<file path="src/rtl/mblk_pkg.sv">
package mblk_pkg;

    typedef enum logic [1:0] {
        ST_IDLE = 2'd0,
        ST_RUN  = 2'd1,
        ST_HOLD = 2'd2
    } seq_st_e;

    localparam int N_IRQ    = 3;
    localparam int IRQ_BLK  = 0;
    localparam int IRQ_XFER = 1;
    localparam int IRQ_ERR  = 2;

endpackage

</file>
<file path="src/rtl/mblk_cnt.sv">
module mblk_cnt #(
    parameter int CNT_W = 12
) (
    input  logic             clk,
    input  logic             rst_n,
    input  logic             clr_i,
    input  logic             inc_i,
    input  logic [CNT_W-1:0] limit_i,
    output logic             last_o
);
    localparam int EXT_W = CNT_W + 1;

    typedef struct packed {
        logic [CNT_W-1:0] cnt;
    } cnt_s;

    cnt_s c_d, c_q;

    always_comb begin
        c_d = c_q;
        if (clr_i) begin
            c_d.cnt = '0;
        end else if (inc_i) begin
            c_d.cnt = c_q.cnt + 1'b1;
        end
    end

    always_ff @(posedge clk or negedge rst_n) begin
        if (!rst_n) begin
            c_q <= '0;
        end else begin
            c_q <= c_d;
        end
    end

    // The item being strobed now is the final one of the block.
    assign last_o = ({1'b0, c_q.cnt} + EXT_W'(1)) == {1'b0, limit_i};

    // each counted item advances the count by exactly one
    p_count_step_r3: assert property (@(posedge clk) disable iff (!rst_n)
        (inc_i && !clr_i) |=> (c_q.cnt == $past(c_q.cnt) + 1'b1));

    p_count_clear_r4: assert property (@(posedge clk) disable iff (!rst_n)
        clr_i |=> (c_q.cnt == '0));

endmodule

</file>
<file path="src/rtl/mblk_irq.sv">
module mblk_irq #(
    parameter int N = 3
) (
    input  logic         clk,
    input  logic         rst_n,
    input  logic [N-1:0] set_i,
    input  logic [N-1:0] en_i,
    input  logic [N-1:0] clr_i,
    output logic [N-1:0] flag_o
);
    typedef struct packed {
        logic [N-1:0] flag;
    } irq_s;

    irq_s f_d, f_q;

    // A set in the same cycle as a clear wins, so no event is lost.
    always_comb begin
        f_d      = f_q;
        f_d.flag = (f_q.flag & ~clr_i) | (set_i & en_i);
    end

    always_ff @(posedge clk or negedge rst_n) begin
        if (!rst_n) begin
            f_q <= '0;
        end else begin
            f_q <= f_d;
        end
    end

    assign flag_o = f_q.flag;

    for (genvar i = 0; i < N; i++) begin : g_chk
        // a flag holds until its own clear pulse
        p_sticky_r12: assert property (@(posedge clk) disable iff (!rst_n)
            (f_q.flag[i] && !clr_i[i]) |=> f_q.flag[i]);
        // a clear without a new event empties the flag
        p_w1c_r12: assert property (@(posedge clk) disable iff (!rst_n)
            (clr_i[i] && !(set_i[i] && en_i[i])) |=> !f_q.flag[i]);
        // a disabled type never rises
        p_masked_r12: assert property (@(posedge clk) disable iff (!rst_n)
            (!f_q.flag[i] && !en_i[i]) |=> !f_q.flag[i]);
    end

endmodule

</file>
<file path="src/rtl/mblk_fsm.sv">
module mblk_fsm
    import mblk_pkg::*;
(
    input  logic             clk,
    input  logic             rst_n,
    input  logic             start_i,
    input  logic             dmac_fc_i,
    input  logic             ts_zero_i,
    input  logic             reload_src_i,
    input  logic             reload_dst_i,
    input  logic             list_src_i,
    input  logic             list_dst_i,
    input  logic             next_null_i,
    input  logic             suspend_i,
    input  logic             blk_en_i,
    input  logic             blk_clr_i,
    input  logic             item_done_i,
    input  logic             item_last_i,
    input  logic             cnt_last_i,
    output logic             cnt_clr_o,
    output logic             cnt_inc_o,
    output logic [N_IRQ-1:0] irq_set_o,
    output logic             active_o,
    output logic             item_req_o,
    output logic             src_reload_o,
    output logic             dst_reload_o,
    output logic             src_load_o,
    output logic             dst_load_o
);
    typedef struct packed {
        seq_st_e st;
        logic    src_rl;
        logic    dst_rl;
        logic    src_ld;
        logic    dst_ld;
    } fsm_s;

    fsm_s s_d, s_q;

    logic list_any, reload_any, blk_end;

    assign list_any   = list_src_i | list_dst_i;
    assign reload_any = reload_src_i | reload_dst_i;
    assign blk_end    = item_done_i & (dmac_fc_i ? cnt_last_i : item_last_i);

    always_comb begin
        s_d        = s_q;
        s_d.src_rl = 1'b0;
        s_d.dst_rl = 1'b0;
        s_d.src_ld = 1'b0;
        s_d.dst_ld = 1'b0;
        cnt_clr_o  = 1'b0;
        cnt_inc_o  = 1'b0;
        irq_set_o  = '0;

        unique case (s_q.st)
            ST_IDLE: begin
                if (item_done_i) begin
                    irq_set_o[IRQ_ERR] = 1'b1;
                end
                if (start_i) begin
                    if (dmac_fc_i && ts_zero_i) begin
                        irq_set_o[IRQ_ERR] = 1'b1;
                    end else begin
                        s_d.st    = ST_RUN;
                        cnt_clr_o = 1'b1;
                    end
                end
            end
            ST_RUN: begin
                if (item_done_i) begin
                    cnt_inc_o = 1'b1;
                end
                if (blk_end) begin
                    cnt_clr_o          = 1'b1;
                    irq_set_o[IRQ_BLK] = 1'b1;
                    if (list_any) begin
                        if (next_null_i) begin
                            irq_set_o[IRQ_XFER] = 1'b1;
                            s_d.st              = ST_IDLE;
                        end else begin
                            s_d.src_ld = list_src_i;
                            s_d.dst_ld = list_dst_i;
                            s_d.src_rl = reload_src_i & ~list_src_i;
                            s_d.dst_rl = reload_dst_i & ~list_dst_i;
                        end
                    end else if (reload_any) begin
                        s_d.src_rl = reload_src_i;
                        s_d.dst_rl = reload_dst_i;
                        if (blk_en_i) begin
                            s_d.st = ST_HOLD;
                        end
                    end else begin
                        irq_set_o[IRQ_XFER] = 1'b1;
                        s_d.st              = ST_IDLE;
                    end
                end
            end
            ST_HOLD: begin
                if (item_done_i) begin
                    irq_set_o[IRQ_ERR] = 1'b1;
                end
                if (blk_clr_i) begin
                    s_d.st = ST_RUN;
                end
            end
            default: begin
                s_d.st = ST_IDLE;
            end
        endcase
    end

    always_ff @(posedge clk or negedge rst_n) begin
        if (!rst_n) begin
            s_q <= '{st: ST_IDLE, default: 1'b0};
        end else begin
            s_q <= s_d;
        end
    end

    assign active_o     = (s_q.st != ST_IDLE);
    assign item_req_o   = (s_q.st == ST_RUN) && !suspend_i;
    assign src_reload_o = s_q.src_rl;
    assign dst_reload_o = s_q.dst_rl;
    assign src_load_o   = s_q.src_ld;
    assign dst_load_o   = s_q.dst_ld;

    // an illegal start leaves the channel idle
    p_zero_ts_err_r10: assert property (@(posedge clk) disable iff (!rst_n)
        (s_q.st == ST_IDLE && start_i && dmac_fc_i && ts_zero_i) |=> (s_q.st == ST_IDLE));

    // the wait state is left only through a block-flag clear
    p_hold_wait_r4: assert property (@(posedge clk) disable iff (!rst_n)
        (s_q.st == ST_HOLD && !blk_clr_i) |=> (s_q.st == ST_HOLD));

    // list loads never come with the wait state
    p_load_no_hold_r6: assert property (@(posedge clk) disable iff (!rst_n)
        (s_q.src_ld || s_q.dst_ld) |-> (s_q.st == ST_RUN));

endmodule

</file>
<file path="src/rtl/mblk_seq.sv">
module mblk_seq
    import mblk_pkg::*;
#(
    parameter int CNT_W = 12,
    parameter int PTR_W = 32
) (
    input  logic             clk,
    input  logic             rst_n,
    input  logic             start_i,
    input  logic             cfg_dmac_fc_i,
    input  logic [CNT_W-1:0] cfg_block_ts_i,
    input  logic             cfg_reload_src_i,
    input  logic             cfg_reload_dst_i,
    input  logic             cfg_list_src_i,
    input  logic             cfg_list_dst_i,
    input  logic [PTR_W-1:0] next_ptr_i,
    input  logic             suspend_i,
    input  logic [2:0]       irq_en_i,
    input  logic [2:0]       irq_clr_i,
    input  logic             item_done_i,
    input  logic             item_last_i,
    input  logic             item_busy_i,
    output logic             ch_active_o,
    output logic             ch_inactive_o,
    output logic             item_req_o,
    output logic             src_reload_o,
    output logic             dst_reload_o,
    output logic             src_load_o,
    output logic             dst_load_o,
    output logic             blk_irq_o,
    output logic             xfer_irq_o,
    output logic             err_irq_o
);
    logic             cnt_clr, cnt_inc, cnt_last;
    logic [N_IRQ-1:0] irq_set, irq_flag;
    logic             ts_zero, next_null;

    assign ts_zero   = (cfg_block_ts_i == '0);
    assign next_null = (next_ptr_i == '0);

    mblk_cnt #(.CNT_W(CNT_W)) u_cnt (
        .clk     (clk),
        .rst_n   (rst_n),
        .clr_i   (cnt_clr),
        .inc_i   (cnt_inc),
        .limit_i (cfg_block_ts_i),
        .last_o  (cnt_last)
    );

    mblk_fsm u_fsm (
        .clk          (clk),
        .rst_n        (rst_n),
        .start_i      (start_i),
        .dmac_fc_i    (cfg_dmac_fc_i),
        .ts_zero_i    (ts_zero),
        .reload_src_i (cfg_reload_src_i),
        .reload_dst_i (cfg_reload_dst_i),
        .list_src_i   (cfg_list_src_i),
        .list_dst_i   (cfg_list_dst_i),
        .next_null_i  (next_null),
        .suspend_i    (suspend_i),
        .blk_en_i     (irq_en_i[IRQ_BLK]),
        .blk_clr_i    (irq_clr_i[IRQ_BLK]),
        .item_done_i  (item_done_i),
        .item_last_i  (item_last_i),
        .cnt_last_i   (cnt_last),
        .cnt_clr_o    (cnt_clr),
        .cnt_inc_o    (cnt_inc),
        .irq_set_o    (irq_set),
        .active_o     (ch_active_o),
        .item_req_o   (item_req_o),
        .src_reload_o (src_reload_o),
        .dst_reload_o (dst_reload_o),
        .src_load_o   (src_load_o),
        .dst_load_o   (dst_load_o)
    );

    mblk_irq #(.N(N_IRQ)) u_irq (
        .clk    (clk),
        .rst_n  (rst_n),
        .set_i  (irq_set),
        .en_i   (irq_en_i),
        .clr_i  (irq_clr_i),
        .flag_o (irq_flag)
    );

    assign blk_irq_o     = irq_flag[IRQ_BLK];
    assign xfer_irq_o    = irq_flag[IRQ_XFER];
    assign err_irq_o     = irq_flag[IRQ_ERR];
    assign ch_inactive_o = !ch_active_o || (suspend_i && !item_busy_i);

    // a reload strobe follows an item strobe
    p_reload_after_item_r4: assert property (@(posedge clk) disable iff (!rst_n)
        (src_reload_o || dst_reload_o) |-> $past(item_done_i));

    // transfer completion coincides with the channel going idle
    p_xfer_idle_r7: assert property (@(posedge clk) disable iff (!rst_n)
        $rose(xfer_irq_o) |-> !ch_active_o);

    // a list load leaves the channel running
    p_load_active_r6: assert property (@(posedge clk) disable iff (!rst_n)
        (src_load_o || dst_load_o) |-> ch_active_o);

    // no item request while suspended
    p_susp_quiet_r13: assert property (@(posedge clk) disable iff (!rst_n)
        suspend_i |-> !item_req_o);

endmodule

</file>
<file path="config.mk">
export PLATFORM = sky130hd
export DESIGN_NAME = mblk_seq
export DESIGN_NICKNAME = d
export VERILOG_FILES = /design/src/rtl/mblk_pkg.sv /design/src/rtl/mblk_cnt.sv /design/src/rtl/mblk_irq.sv /design/src/rtl/mblk_fsm.sv /design/src/rtl/mblk_seq.sv
export SDC_FILE = /design/constraint.sdc
export NUM_CORES = 1
export LEC_CHECK = 0
export BUFFER_PORTS_ARGS = -buffer_cell sky130_fd_sc_hd__buf_2
export CAP_MARGIN = 15
export CORE_ASPECT_RATIO = 1.75
export CORE_MARGIN = 2
export CORE_UTILIZATION = 47
export CTS_CLUSTER_DIAMETER = 60
export CTS_CLUSTER_SIZE = 30
export DETAILED_ROUTE_END_ITERATION = 16
export PLACE_DENSITY = 0.9
export SYNTH_ARGS = -nofsm -noshare
export SYNTH_HDL_FRONTEND = slang
export SYNTH_HIERARCHICAL = 1
export SYNTH_SLANG_ARGS = --single-unit
</file>
<file path="constraint.sdc">
create_clock -name clk -period 3.75 [get_ports clk]
set_input_delay 0.1875 -clock clk [delete_from_list [all_inputs] [get_ports clk]]
set_output_delay 0.1875 -clock clk [all_outputs]
set_load 0.02 [all_outputs]
</file>
# Word-level counts from Yosys, hierarchy flattened
# Index checks and enable logic that the tools add are counted.
[op_classes] addsub=2 multipliers=0 div_mod_pow=0 order_cmp=0 n_eq_ne=9 n_shift=0 mux=30 bitwise=11 reduce_logical=13
[op_table] operator="32-bit zero test" n=1
[op_table] operator="12-bit 2-to-1 mux" n=2
[op_table] operator="2-bit 2-to-1 mux" n=10
[op_table] operator="12-bit by 1-bit adder with 13-bit output (second input constant)" n=1
[op_table] operator="13-bit by 12-bit equality test with 1-bit output" n=1
[op_table] operator="12-bit by 1-bit adder with 12-bit output (second input constant)" n=1
[op_table] operator="12-bit zero test" n=1
[op_table] operator="4-bit 2-to-1 mux" n=3
[op_table] operator="1-bit 2-to-1 mux" n=11
[op_table] operator="3-bit bitwise AND" n=2
[op_table] operator="6-bit 2-to-1 mux" n=1
[op_table] operator="2-bit inequality test (second input constant)" n=3
[op_table] operator="2-bit one-hot mux with 3 select lines" n=1
[op_table] operator="6-bit AND reduction" n=1
[op_table] operator="4-bit by 3-bit inequality test with 1-bit output (second input constant)" n=1
[op_table] operator="1-bit one-hot mux with 2 select lines" n=2
[op_table] operator="2-bit nonzero test" n=2
[op_table] operator="1-bit bitwise AND" n=3
[op_table] operator="1-bit logical AND" n=3
[op_table] operator="1-bit zero test" n=3
[op_table] operator="3-bit inequality test (second input constant)" n=1
[op_table] operator="3-bit NOT" n=1
[op_table] operator="3-bit OR" n=1
[op_table] operator="2-bit by 1-bit equality test with 1-bit output (second input constant)" n=1
[op_table] operator="6 further kinds" n=8
[word_totals] reg_bits=21 latchBits=0 mem_bits_rw=0 rom_bits=0 inputBits=62 n_memories=0

# Logic depth before layout (Yosys ltp)
# Gate-level depths: netlist of run 1.
[logic_depth] ltp_word=8 ltp_mapped=12

# Hierarchy
# Netlist of run 1, hierarchy kept.
[modules_own_cells] module="mblk_cnt" instances=1 cells_per_inst=112 area_each_um2=987.2 seq_area_each_um2=300.3
[modules_own_cells] module="mblk_fsm" instances=1 cells_per_inst=37 area_each_um2=381.6 seq_area_each_um2=150.1
[modules_own_cells] module="mblk_irq" instances=1 cells_per_inst=12 area_each_um2=123.9 seq_area_each_um2=75.1
[modules_own_cells] module="mblk_seq" instances=1 cells_per_inst=17 area_each_um2=106.4 seq_area_each_um2=0.0

# Worst setup path before layout of run 1
# OpenSTA, ideal clock, no wires.
[synth_path] path_type="reg-to-reg" start="register u_cnt/c_q[0] (netlist name)" end="register u_cnt/c_q[0] (netlist name)" setup_ps=132 arrival_time_ps=2546 required_time_ps=3618 path_slack_ps=1073 stages_incl_launch_ff=13 n_path_buf=2 period_less_slack_ps=2677 path_cell_list="dfrtp_1 ha_1 clkbuf_1 nand4_1 nor2_2 xnor2_1 o2111ai_1 nor4_2 mux2_4 nand3_1 a21oi_1 clkbuf_1 nor2_1"
[synth_between] elab_chain_cells=7 word_cells_on_any_way=10
[synth_rtl] element="start: declaration" line="mblk_cnt.sv:17" text="cnt_s c_d, c_q;"
[synth_rtl] element="start signal: assignment" line="mblk_cnt.sv:30" text="c_q <= '0;"
[synth_rtl] element="start signal: assignment" line="mblk_cnt.sv:32" text="c_q <= c_d;"
[synth_rtl] element="12-bit by 1-bit adder with 13-bit output (*)" line="mblk_cnt.sv:37" text="assign last_o = ({1'b0, c_q.cnt} + EXT_W'(1)) == {1'b0, limit_i};"
[synth_rtl] element="13-bit by 12-bit equality test with 1-bit output (*)" line="mblk_cnt.sv:37"
[synth_rtl] element="via cnt_last" line="mblk_seq.sv:34" text="logic cnt_clr, cnt_inc, cnt_last;"
[synth_rtl] element="1-bit 2-to-1 mux (*)" line="mblk_fsm.sv:44" text="assign blk_end = item_done_i & (dmac_fc_i ? cnt_last_i : item_last_i);"
[synth_rtl] element="1-bit bitwise AND (*)" line="mblk_fsm.sv:44"
[synth_rtl] element="1-bit 2-to-1 mux (*)" line="mblk_fsm.sv:74" text="if (blk_end) begin"
[synth_rtl] element="1-bit one-hot mux with 2 select lines (*)" line="mblk_fsm.sv:56" text="unique case (s_q.st)"
[synth_rtl] element="via cnt_clr" line="mblk_seq.sv:34"
[synth_rtl] element="12-bit 2-to-1 mux / 2-bit nonzero test (equally long branches)"
# Mark *: on every way through the listed nets, which the timed path passes. The rest lies on a longest branch. The select of a mux whose other input is x is not followed.
# A chain may end at the register's enable or synchronous reset.

# Worst setup path after layout of run 1
[layout_path] start="register u_cnt/c_q[0] (netlist name)" end="register u_cnt/c_q[5] (netlist name)"
# Same word-level chain as after synthesis.

==> results by group, run 1 <==
Critical path
  – Crit Path Class: flip-flop to flip-flop
  – CP Cell Sequence: ha_1, nand4_1, nor2_2, mux2_2, a22oi_1, nor4_2, mux2_4, nand3_1, a21oi_1, buf_4, a21oi_1
  – CP most frequent cell: a21oi_1
  – Critical path peak fanout: 12
  – Worst setup SP type: flip-flop
  – Slowest cell on crit path: dfrtp_1
  – Max incr delay on CP: 470 ps
  – Critical Path Sink Type: flip-flop
  – Worst EP required: 3940 ps
  – Crit path DAT: 2900 ps

Timing
  – Final Max Slew Viols: 0
  – Worst hold slack: 77.5 ps
  – Tightest Pin Transition: 462 ps
  – Slew headroom: 0.691
  – TNS Setup: 0 ps
  – Final Cycle Share: 0.723
  – RSZ-0062 raised after global routing: no
  – Final setup fails: 0
  – Fmax: 369 MHz
  – Final Hold Vio Count: 0
  – Final Critical Period: 2710 ps
  – Clock skew: 7.02 ps

Logic synthesis
  – Asr flop ratio synth: 1.00
  – Commonest cells post-synth: dfrtp_1 (21), nor2_1 (21), nor4_1 (13), xnor2_1 (13), inv_1 (11)
  – Syn. warnings: 6
  – Yosys top cell by area: dfrtp_1
  – Distinct cells, synth: 52
  – Post-Syn Area per Cell: 8.98 sq um
  – Area contributors post-synth: dfrtp_1 (33%), xnor2_1 (7.1%), xor2_1 (5.5%)
  – Number of synthesized flops with an enable pin: 0
  – Most common flop cell mapped by yosys: dfrtp_1
  – Seq cells post-synth: 21
  – Synthesized Nets: 241
  – Post-synth top area share: 0.329
  – Syn Std Cell Area: 1600 sq um
  – Seq/Total Area, Yosys: 0.329
  – Gate Count Post-Synth: 178

Route
  – Iteration-0 DRC Markers: 59
  – Avg Vias per Cell: 5.37
  – DR DRC count: 0
  – Via count: 1579
  – Wirelength per Cell: 13.1 microns
  – Drt pass-1 iters: 4
  – Antenna Nets Post-Route: 0
  – Final wirelength: 3840 microns

Place
  – Placed cell count: 289
  – Final Wtd Congestion: 0.850
  – Placed instance area: 1990 sq um
  – Port Buf Inserts: 71
  – Hpwl dp: 3190 microns

Hold path
  – HP Class: input port to flip-flop

Power
  – Pleak: 0.944 nW
  – Peak VDD IR: 0.000277 V
  – Sequential share of power: 0.462
  – Internal Power: 0.428 mW
  – Combinational Power Share: 0.317
  – Switching share of power: 0.354
  – NetSw: 0.234 mW
  – Pwr Density: 324 nW/um^2
  – Clock power frac: 0.221

Clock tree
  – CTS Buf Count: 3
  – Clock root cell: clkbuf_8
  – # Post-CTS Setup Buffers: 0
  – Worst-Skew Late Latency: 260 ps
  – CTS resizes: 0
  – CTS Buffer Depth: 2
  – CTS tree: built
  – Clock-pin slew on the worst setup and hold paths: 80 ps
  – H-tree levels: 1
  – Total clock sinks: 21

Global route
  – All-layer global routing usage: 0.216
  – Largest net degree at the start of global routing: 22
  – First-pass GRT wire length: 6060 microns
  – GR Overflow Total: 0
  – Initial antenna violation count: 0
  – Number of global-route vias before repair: 1521

Cells and area
  – Fraction of layout cells with a size suffix above 1: 0.382
  – Area growth, synth to finish: 27.7%
  – Fin cells: 294
  – Design area: 2040 sq um
  – Number of nets in the layout: 313
  – Ant diodes: 0

Die
  – Starting Density: 0.480
  – Die X: 48.1 microns
  – Die Height: 81.2 microns
  – I/O pins: 72
  – Core Area: 3330 sq um
  – Site row count: 28
  – Die ar.: 3900 sq um

Job
  – Max-cap violations: 0

Run status
  – Status: finished clean
==> per-stage QoR <==
step                setup WS [ps]   util  total power, mW
global route                  833  0.614            0.702
global placement             1180  0.597            0.506
CTS                          1050  0.614            0.662
finish                       1040  0.614            0.662
floorplan                    1070      -            0.442
detailed placement           1060  0.597            0.516
==> repair_timing <==
action                                 4_1_cts  5_1_grt
endpoints found under the hold margin       21        0
setup endpoints to repair                    0        0
hold buffers                                 1        0
==> power groups by stage <==
stage / registers, mW / logic (mW) / clock network [mW]
after floorplan: 0.282 / 0.160 / 0
after global placement: 0.304 / 0.202 / 0
after detailed placement: 0.308 / 0.208 / 0
after CTS: 0.303 / 0.210 / 0.149
after global routing: 0.308 / 0.230 / 0.164
final: 0.306 / 0.210 / 0.146
==> path summary, 6_finish.rpt <==
kind / start / end / slack (ps) / depth (start not counted)
worst max-delay path: u_cnt/c_q[0]$_DFFE_PN0P_ / u_cnt/c_q[5]$_DFFE_PN0P_ / 1040 / 11
worst min-delay path: irq_clr_i[1] / u_irq/flag_o[1]$_DFF_PN0_ / 80 / 2
worst max register to register: u_cnt/c_q[0]$_DFFE_PN0P_ / u_cnt/c_q[5]$_DFFE_PN0P_ / 1040 / 11
worst min register to register: u_irq/flag_o[1]$_DFF_PN0_ / u_irq/flag_o[1]$_DFF_PN0_ / 530 / 2
max in group asynchronous: rst_n / u_cnt/c_q[3]$_DFFE_PN0P_ / 3030 / 2
min in group asynchronous: rst_n / u_irq/flag_o[2]$_DFF_PN0_ / 400 / 2
==> flip-flops by register name, summed over array words and instances (netlist names) <==
name	count
u_cnt/c_q	12
u_irq/flag_o	3
u_fsm/s_q	2
u_fsm/dst_load_o	1
u_fsm/dst_reload_o	1
u_fsm/src_load_o	1
u_fsm/src_reload_o	1
==> cell families (layout without fill, tap and decap cells) <==
group / after synthesis / in the layout / synth area share
compound gates: 27 / 27 / 0.142
fa+ha+maj: 1 / 1 / 0.00782
xor+xnor: 23 / 23 / 0.126
buf+inv: 17 / 88 / 0.0462
flops: 21 / 21 / 0.329
mux: 4 / 4 / 0.0289
simple gates: 85 / 85 / 0.321
==> area by class of cell <==
type                    instances  area [sq um]
fillers                       285          1290
multi-input cells             140          1000
flip-flops and latches         21           526
repair buffers                 73           373
well taps                      45          56.3
clock buffers                   3          41.3
inverters                      11          41.3
clock inverters                 1          5.00
==> layout by cell type (no fill, tap or decap), types with 2 or more instances in the layout <==
cell,instances
a21oi_1,5
and3_1,3
buf_2,71
clkbuf_8,3
dfrtp_1,21
inv_1,11
mux2i_1,2
nand2_1,10
nand2b_1,3
nand3_1,4
nand3b_1,2
nand4_1,7
nor2_1,21
nor3_1,2
nor3b_1,4
nor4_1,13
nor4_2,2
o2111ai_1,2
o21ai_0,2
o21ai_2,3
o22ai_1,2
or3_1,3
xnor2_1,13
xor2_1,10
==> worst max-delay path: cells and delay by family (launching register included) <==
kind / cells / cell delay, ps
mux: 2 / 640
simple gates: 4 / 570
flops: 1 / 470
compound gates: 3 / 420
fa+ha+maj: 1 / 360
buf+inv: 1 / 180
==> routing by layer <==
layer | global-route usage | part of all wire | vias to the layer above
met5 | 0 | 0 | -
met4 | 0.111 | 0.029 | 0
met3 | 0.0178 | 0.049 | 8
met2 | 0.399 | 0.55 | 65
met1 | 0.221 | 0.38 | 721
li1 | - | - | 785
Power figures use the tool's default switching activity.
==> run 2: changes to the inputs <==
==> constraint.sdc (replaced) <==
create_clock -name clk -period 2.6 [get_ports clk]
set_input_delay 0.13 -clock clk [delete_from_list [all_inputs] [get_ports clk]]
set_output_delay 0.13 -clock clk [all_outputs]
set_load 0.02 [all_outputs]
==> run 2 against run 1 <==
Effect of this change: critical path depth stayed put; largest cell class unchanged; clock skew is 2.3 ps lower; global-route usage is 1.5 points higher.
==> results by group, run 2 (synthesized netlist as in run 1, its figures left out) <==
Critical path
  – Worst EP required: 2750 ps (was 3940 ps)
  – Reg2reg setup slack: 170 ps (was 1040 ps)
  – CP most frequent cell: buf_4 (was a21oi_1)
  – FF-to-FF End: u_cnt/c_q[10]$_DFFE_PN0P_ (was u_cnt/c_q[5]$_DFFE_PN0P_)
  – Crit Path Class: flip-flop to flip-flop (unchanged)
  – Worst setup SP type: flip-flop (unchanged)
  – Slowest cell on crit path: or4b_1 (was dfrtp_1)
  – Critical Path Sink Type: flip-flop (unchanged)
  – CP Cell Sequence: buf_4, nand3_4, or4b_1, o211ai_2, a21oi_1, nor4_2, mux2_4, nand3_2, a21oi_2, buf_4, nor2_1 (was ha_1, nand4_1, nor2_2, mux2_2, a22oi_1, nor4_2, mux2_4, nand3_1, a21oi_1, buf_4, a21oi_1)
  – Worst reg2reg startpoint: u_cnt/c_q[0]$_DFFE_PN0P_ (unchanged)
  – Worst reg2reg path depth: 11 (unchanged)
  – Critical path peak fanout: 6 (was 12)
  – Crit path DAT: 2580 ps (was 2900 ps)
  – Max incr delay on CP: 520 ps (was 470 ps)

Timing
  – Final Hold Vio Count: 0 (unchanged)
  – Slew headroom: 0.681 (was 0.691)
  – Final setup fails: 0 (unchanged)
  – Tightest Pin Transition: 479 ps (was 462 ps)
  – Final Critical Period: 2430 ps (was 2710 ps)
  – Clock skew: 4.71 ps (was 7.02 ps)
  – Final Cycle Share: 0.934 (was 0.723)
  – Final Max Slew Viols: 0 (unchanged)
  – PnR worst setup slack: 173 ps (was 1040 ps)
  – Fmax: 412 MHz (was 369 MHz)

Hold path
  – Hold endpoint: u_irq/flag_o[1]$_DFF_PN0_ (unchanged)
  – Worst hold path stage count: 2 (unchanged)
  – Worst Hold Launch: irq_clr_i[1] (unchanged)
  – HP Class: input port to flip-flop (unchanged)

Place
  – Placed instance area: 2020 sq um (was 1990 sq um)
  – Final Wtd Congestion: 0.881 (was 0.850)
  – Hpwl dp: 3310 microns (was 3190 microns)
  – Port Buf Inserts: 71 (unchanged)
  – Setup WS pre-CTS: 80.2 ps (was 1060 ps)
  – Placed cell count: 294 (was 289)

Power
  – Peak VDD IR: 0.000384 V (was 0.000277 V)
  – Pwr Total: 1.03 mW (was 0.662 mW)
  – Pleak: 0.973 nW (was 0.944 nW)
  – Pwr Density: 486 nW/um^2 (was 324 nW/um^2)

Cells and area
  – Ant diodes: 0 (unchanged)
  – Max FFs per register: 12 (unchanged)
  – Area growth, synth to finish: 32.2% (was 27.7%)
  – Fin cells: 300 (was 294)
  – Commonest non-fill, non-tap cell in the layout: buf_2 (unchanged)
  – Design area: 2110 sq um (was 2040 sq um)
  – Number of nets in the layout: 319 (was 313)
  – Fraction of layout cells with a size suffix above 1: 0.412 (was 0.382)
  – Most flops, register: u_cnt/c_q (unchanged)
  – Commonest cells after routing, fill and taps aside: buf_2 (71), nor2_1 (21), dfrtp_1 (20), xnor2_1 (13), nor4_1 (12) (was buf_2 (71), nor2_1 (21), dfrtp_1 (21), nor4_1 (13), xnor2_1 (13))

Job
  – Max-cap violations: 0 (unchanged)

Die
  – Site row count: 28 (unchanged)
  – Die ar.: 3900 sq um (unchanged)
  – I/O pins: 72 (unchanged)
  – Core Area: 3330 sq um (unchanged)
  – Die X: 48.1 microns (unchanged)
  – Die Height: 81.2 microns (unchanged)
  – Starting Density: 0.480 (unchanged)

Clock tree
  – Clock-pin slew on the worst setup and hold paths: 70 ps (was 80 ps)
  – Worst-Skew Late Latency: 260 ps (about the same)
  – CTS Buf Count: 3 (unchanged)
  – H-tree levels: 1 (unchanged)
  – Total clock sinks: 21 (unchanged)
  – Clock root cell: clkbuf_8 (unchanged)
  – CTS tree: built (unchanged)
  – # Post-CTS Setup Buffers: 0 (unchanged)
  – CTS Buffer Depth: 2 (unchanged)

Route
  – Wirelength per Cell: 14.1 microns (was 13.1 microns)
  – Antenna Nets Post-Route: 0 (unchanged)
  – Drt pass-1 iters: 4 (unchanged)
  – Final wirelength: 4220 microns (was 3840 microns)
  – DR DRC count: 0 (unchanged)
  – Via count: 1666 (was 1579)
  – Avg Vias per Cell: 5.55 (was 5.37)
  – Iteration-0 DRC Markers: 68 (was 59)

Global route
  – First-pass GRT wire length: 6570 microns (was 6060 microns)
  – Number of global-route vias before repair: 1608 (was 1521)
  – Largest net degree at the start of global routing: 22 (unchanged)
  – All-layer global routing usage: 0.231 (was 0.216)
  – GR Overflow Total: 0 (unchanged)
  – Initial antenna violation count: 0 (unchanged)

Run status
  – Status: finished clean (unchanged)
==> run 2: final cells by class <==
| cell class | count | area, sq um |
|---|---|---|
| timing repair buffer | 79 | 418 |
| fill | 288 | 1210 |
| sequential | 21 | 527 |
| clock buffer | 4 | 45.0 |
| tap | 45 | 56.3 |
| multi-input combinational | 140 | 1030 |
| inverter | 11 | 41.3 |
==> run 2: per-stage QoR <==
stage	setup TNS, ps	hold WS [ps]	util
floorplan	0	-166	-
global placement	0	104	0.608
detailed placement	0	110	0.608
CTS	0	27.6	0.624
global route	-113	22.5	0.635
finish	0	24.7	0.635
==> run 2: what timing repair did <==
item	in CTS	in global routing
gates resized for setup	0	9
endpoints found under the setup margin	0	16
endpoints found under the hold margin	21	0
hold buffers	1	0
==> run 2: metal layers <==
layer | routed length (microns) | vias to the layer above | GRT usage
met5 | 0 | - | 0
met3 | 206 | 11 | 0.0200
met4 | 128 | 0 | 0.100
met1 | 1520 | 781 | 0.247
li1 | - | 799 | -
met2 | 2360 | 75 | 0.425
==> run 2: how the worst max path moves through the flow <==
stage	start	to	slack, ps	cells past startpoint
floorplan	u_cnt/c_q[0]$_DFFE_PN0P_	u_cnt/c_q[0]$_DFFE_PN0P_	10	12
global placement	u_cnt/c_q[2]$_DFFE_PN0P_	u_cnt/c_q[7]$_DFFE_PN0P_	130	10
detailed placement	u_cnt/c_q[0]$_DFFE_PN0P_	u_cnt/c_q[10]$_DFFE_PN0P_	80	11
CTS	u_cnt/c_q[2]$_DFFE_PN0P_	u_cnt/c_q[10]$_DFFE_PN0P_	20	10
global route	u_cnt/c_q[4]$_DFFE_PN0P_	u_cnt/c_q[10]$_DFFE_PN0P_	-20	10
finish	u_cnt/c_q[0]$_DFFE_PN0P_	u_cnt/c_q[10]$_DFFE_PN0P_	170	11
==> run 2: report_power, final <==
| group | switching (mW) | internal (mW) |
|---|---|---|
| sequential | 0.0584 | 0.364 |
| clock | 0.101 | 0.109 |
| combinational | 0.198 | 0.198 |
| total | 0.357 | 0.671 |
==> run 2: worst max-delay path, delay by kind of cell (launching register included) <==
family                 cells  cell delay (ps)
AND/OR/NAND/NOR            5              980
flip-flops                 1              390
AO/OA/AOI/OAI              3              390
buffers and inverters      2              340
multiplexers               1              220
